<file path="src/rtl/bcd_cnt_pkg.sv">
package bcd_cnt_pkg;
  localparam int DIGIT_W = 4;
  typedef logic [DIGIT_W-1:0] digit_t;
  localparam digit_t DIGIT_MAX = digit_t'(9);
  localparam digit_t DIGIT_MIN = digit_t'(0);

  // up step: anything at or above the top value wraps to zero
  function automatic digit_t step_up(digit_t v);
    return (v >= DIGIT_MAX) ? DIGIT_MIN : v + digit_t'(1);
  endfunction

  // down step: zero wraps to the top value, other codes go down in binary
  function automatic digit_t step_dn(digit_t v);
    return (v == DIGIT_MIN) ? DIGIT_MAX : v - digit_t'(1);
  endfunction
endpackage

</file>
<file path="src/rtl/strobe_sync.sv">
module strobe_sync #(
  parameter int STAGES = 2
) (
  input  logic clk,
  input  logic rst,
  input  logic strb_in,
  output logic lvl,
  output logic rise
);
  localparam int PIPE_W = STAGES + 1;

  // pipe[0..STAGES-1]: synchronizer, pipe[STAGES]: previous synchronized sample
  logic [PIPE_W-1:0] pipe;

  always_ff @(posedge clk) begin
    if (rst) pipe <= '1;
    else     pipe <= {pipe[PIPE_W-2:0], strb_in};
  end

  assign lvl  = pipe[STAGES-1];
  assign rise = pipe[STAGES-1] & ~pipe[STAGES];
endmodule

</file>
<file path="src/rtl/digit_core.sv">
module digit_core
  import bcd_cnt_pkg::*;
(
  input  logic   clk,
  input  logic   rst,
  input  logic   clr,
  input  logic   load_n,
  input  digit_t din,
  input  logic   up_ok,
  input  logic   dn_ok,
  input  logic   refused,
  output digit_t value,
  output logic   err
);
  always_ff @(posedge clk) begin
    if (rst) begin
      value <= DIGIT_MIN;
      err   <= 1'b0;
    end else if (clr) begin
      value <= DIGIT_MIN;
      err   <= 1'b0;
    end else if (!load_n) begin
      value <= din;
      err   <= 1'b0;
    end else begin
      if (up_ok)      value <= step_up(value);
      else if (dn_ok) value <= step_dn(value);
      if (refused)    err   <= 1'b1;
    end
  end
endmodule

</file>
<file path="src/rtl/bcd_updown_counter.sv">
module bcd_updown_counter
  import bcd_cnt_pkg::*;
#(
  parameter int SYNC_STAGES = 2
) (
  input  logic       clk,
  input  logic       rst,
  input  logic       clr,
  input  logic       load_n,
  input  logic [3:0] din,
  input  logic       up_strb,
  input  logic       dn_strb,
  output logic [3:0] count,
  output logic       carry_n,
  output logic       borrow_n,
  output logic       seq_err
);
  localparam int NSTRB = 2;
  localparam int IDX_UP = 0;
  localparam int IDX_DN = 1;

  logic [NSTRB-1:0] strb_raw, strb_lvl, strb_rise;
  assign strb_raw = {dn_strb, up_strb};

  for (genvar g = 0; g < NSTRB; g++) begin : g_sync
    strobe_sync #(.STAGES(SYNC_STAGES)) u_sync (
      .clk    (clk),
      .rst    (rst),
      .strb_in(strb_raw[g]),
      .lvl    (strb_lvl[g]),
      .rise   (strb_rise[g])
    );
  end

  logic up_ok, dn_ok, refused;
  assign up_ok   = strb_rise[IDX_UP] & strb_lvl[IDX_DN] & ~strb_rise[IDX_DN];
  assign dn_ok   = strb_rise[IDX_DN] & strb_lvl[IDX_UP] & ~strb_rise[IDX_UP];
  assign refused = (|strb_rise) & ~up_ok & ~dn_ok;

  digit_t value;
  digit_core u_core (
    .clk    (clk),
    .rst    (rst),
    .clr    (clr),
    .load_n (load_n),
    .din    (din),
    .up_ok  (up_ok),
    .dn_ok  (dn_ok),
    .refused(refused),
    .value  (value),
    .err    (seq_err)
  );

  assign count    = value;
  // decoded from flops only: the stored digit and the synchronized levels
  assign carry_n  = ~((value == DIGIT_MAX) & ~strb_lvl[IDX_UP]);
  assign borrow_n = ~((value == DIGIT_MIN) & ~strb_lvl[IDX_DN]);
endmodule

</file>
<file path="config.mk">
export PLATFORM = sky130hd
export DESIGN_NAME = bcd_updown_counter
export DESIGN_NICKNAME = d
export VERILOG_FILES = /design/src/rtl/bcd_cnt_pkg.sv /design/src/rtl/strobe_sync.sv /design/src/rtl/digit_core.sv /design/src/rtl/bcd_updown_counter.sv
export SDC_FILE = /design/constraint.sdc
export NUM_CORES = 1
export LEC_CHECK = 0
export BUFFER_PORTS_ARGS = -buffer_cell sky130_fd_sc_hd__buf_4
export CAP_MARGIN = 20
export CELL_PAD_IN_SITES_DETAIL_PLACEMENT = 0
export CELL_PAD_IN_SITES_GLOBAL_PLACEMENT = 1
export CORE_ASPECT_RATIO = 0.9
export CORE_MARGIN = 5
export CORE_UTILIZATION = 33
export DETAILED_ROUTE_END_ITERATION = 10
export GPL_TIMING_DRIVEN = 0
export PLACE_DENSITY = 0.7
export RECOVER_POWER = 50
export SLEW_MARGIN = 20
export SYNTH_ARGS = -nofsm -noshare
export SYNTH_HDL_FRONTEND = slang
export SYNTH_SLANG_ARGS = --single-unit
export TNS_END_PERCENT = 50
</file>
<file path="constraint.sdc">
create_clock -name clk -period 1.6 [get_ports clk]
set_clock_uncertainty 0.1 [all_clocks]
set_input_delay 0.08 -clock clk [delete_from_list [all_inputs] [get_ports clk]]
set_output_delay 0.08 -clock clk [all_outputs]
set_load 0.1 [all_outputs]
</file>
==> run summary <==
Top Metal Used - met4
Via Count - 709
Worst-path fanout max - 4
Reg2reg setup slack - 20 ps
Syn_nets - 97
Critical Path Sink - borrow_n
Hpwl dp - 1.25 mm
Most frequent cells after synthesis - dfxtp_1 (11), nor2_1 (8), nand2_1 (7), or2_1 (7)
Hold crit path type - input port to flip-flop
Final setup vio count - 1
Final WS setup - -3.82 ps
DIE WIDTH - 57.7 um
ANT cells - 0
Required @ worst endpoint - 1420 ps
Number of synthesized flops with an enable pin - 0
Syn avg cell area - 8.13 um2
Syn Inst Count - 83
Io pins - 17
Leakage Power - 0.000439 uW
CORE AREA - 1930 um2
Slew @ Worst Pin - 543 ps
Crit. End Element - output pin
CTS tree - yes
Longest Clk Path Bufs - 2
Drt drc - 0
Library cell with the highest instance count after synthesis - dfxtp_1
Routed Antenna Nets - 0
Drt pass-1 iters - 4
Max_cap viols - 0
Cell Chain, Critical Path - inv_4 > ha_4 > nor3b_4 > nand2b_4 > buf_12
Synth Cell Area - 674 um2
Avg WL per Cell - 12.6 um
Initial drt markers - 7
Worst R2R Path Depth - 7
Fmax - 624 MHz
Slew Viols, Final - 0
CTS Buf Count - 3
Clk pin slew, worst setup/hold paths - 70 ps
RSZ-0062 raised after global routing - true
Critical path class - flip-flop to output pin
DIE AREA - 3050 um2
Top-area cell type share of the netlist area - 32.7%
Via density - 4.96
CP max stage cell - dfxtp_4
Status - complete, but fails checks
Yosys reg bits - 11
Die height - 52.9 um
Root buf cell - clkbuf_4
Critical path startpoint category - flip-flop
WHS - 55.0 ps
Vias in the first global route - 685
Site Rows - 15
Yosys warns - 0
Worst R2R Start - u_core.value[1]$_SDFFE_PP0P_
GRT Overall Usage - 13.0%
Initial antenna violation count - 0
Clk_lat worst skew - 270 ps
RR Endpoint - u_core.value[3]$_SDFFE_PP0P_
Endpoints failing hold - 0
Initial Utilization - 34.9%
GPL Wtd Cong - 0.670
Failing checks - setup timing
DRT Wirelength - 1.81 mm
Largest net degree at the start of global routing - 11
Final Cycle Share - 100%
PwrDens - 648 nW/um2
Dominant cells by area after synthesis - dfxtp_1 (33%), ha_1 (7.4%), or2_1 (6.5%), nor2_1 (4.5%), nand2_1 (3.9%)
# clock sinks - 11
GRT Residual Overflow - 0
M1 wire length - 862 um
Crit path depth - 5
Worst-case vdd ir drop - 0.000535 V
Post-synth ARST share - 0%
# H-tree levels - 1
Relative slew slack - 64.0%
First-pass GRT wire length - 3.04 mm
Synth area leader - dfxtp_1
Met3 routed WL - 66 um
Setup TNS - -3.82 ps
Period minus WS final - 1600 ps
Crit path from - u_core.value[1]$_SDFFE_PP0P_
Worst path max stage delay - 360 ps
Register area share after synthesis - 32.7%
HP Start - din[0]
Total power - 687 uW
Area Overhead vs Synth - 57.1%
IO buf count - 16
Synth unique cells - 31
Worst Path Arrival - 1420 ps
WP buf/inv - 2
Post-synth top flop - dfxtp_1
CP top delay family - simple AND/OR/NAND/NOR gates
DR WL met2 - 864 um
Layout cells sized above 1 - 34.7%
Fin nets - 133
## cells in the final DEF (no fill, tap or decap), types with 3 or more instances in the layout
cell | netlist | routed
buf_4 | 0 | 20
nor2_1 | 8 | 8
or2_1 | 7 | 7
nand2_1 | 7 | 7
dfxtp_1 | 11 | 7
dlygate4sd3_1 | 0 | 7
o21ai_0 | 4 | 4
a21oi_1 | 4 | 4
nand3b_1 | 3 | 3
nor3_1 | 3 | 3
nand2b_1 | 4 | 3
o211ai_1 | 3 | 3
ha_1 | 4 | 3
clkbuf_4 | 0 | 3
dfxtp_4 | 0 | 3
## worst register-to-register path, cell delays in order, from the launching register on
cell	delay [ps]
dfxtp_4	370
inv_4	50
buf_4	120
ha_1	210
nand2b_1	170
o32ai_1	120
a32oi_1	230
o211ai_1	100
## sequential cells by signal (all words and copies together), names as in the netlist
| register | flops |
|---|---|
| g_sync.u_sync.pipe | 6 |
| u_core.err | 1 |
| u_core.value | 4 |
## routing by layer
metal	GRT usage [%]	vias to the layer above
li1	-	364
met1	16.2	330
met2	22.6	13
met3	1.46	2
met4	5.79	0
met5	0	-
## kinds of logic after synthesis
family                     count (synthesis)  synth area share [%]
xor gates and xnor gates                   1                  1.30
adders and majority gates                  4                  7.42
DFF                                       11                  32.7
buffers and inverters                      7                  5.01
AOI/OAI and AO/OA                         19                  19.7
muxes                                      1                  1.48
and+or+nand+nor                           40                  32.5
## stage by stage
stage / setup slack (ps) / area (um2) / util, % / std cells
floorplan: -197 / 717 / - / 83
global placement: -130 / 868 / 44.9 / 124
detailed placement: -124 / 868 / 44.9 / 124
CTS: 3.65 / 1050 / 54.1 / 140
global route: -71.7 / 1060 / 54.8 / 143
finish: -3.82 / 1060 / 54.8 / 143
## cell type report
cell class / instances / area [um2]
buffer: 3 / 28.8
clock buffer: 3 / 22.5
clock inverter: 1 / 5.00
fill: 178 / 873
inverter: 4 / 20.0
multi-input combinational: 65 / 465
sequential: 11 / 233
tap: 25 / 31.3
timing repair buffer: 31 / 254
## worst min-delay path by stage
stage,cells past startpoint,end
6_report,3,u_core.value[0]$_SDFFE_PP0P_
5_1_grt,3,u_core.value[0]$_SDFFE_PP0P_
4_1_cts,3,u_core.value[0]$_SDFFE_PP0P_
3_5_place_dp,2,g_sync[1].u_sync.pipe[0]$_SDFF_PP1_
3_3_place_gp,2,g_sync[0].u_sync.pipe[0]$_SDFF_PP1_
2_1_floorplan,1,g_sync[0].u_sync.pipe[0]$_SDFF_PP1_
## power by group
group	switching, uW	internal [uW]	total, uW
logic	110	93.4	204
clock network	95.1	92.4	187
registers	13.9	282	296
## repair_timing
action                                  CTS  global route
endpoints found under the hold margin     8             0
endpoints found under the setup margin    3             3
setup buffers                             5             3
pin swaps                                 1             3
gates resized for setup                   8             1
hold buffers                              7             0
cloned                                    0             0
(Power assumes the default switching activity.)
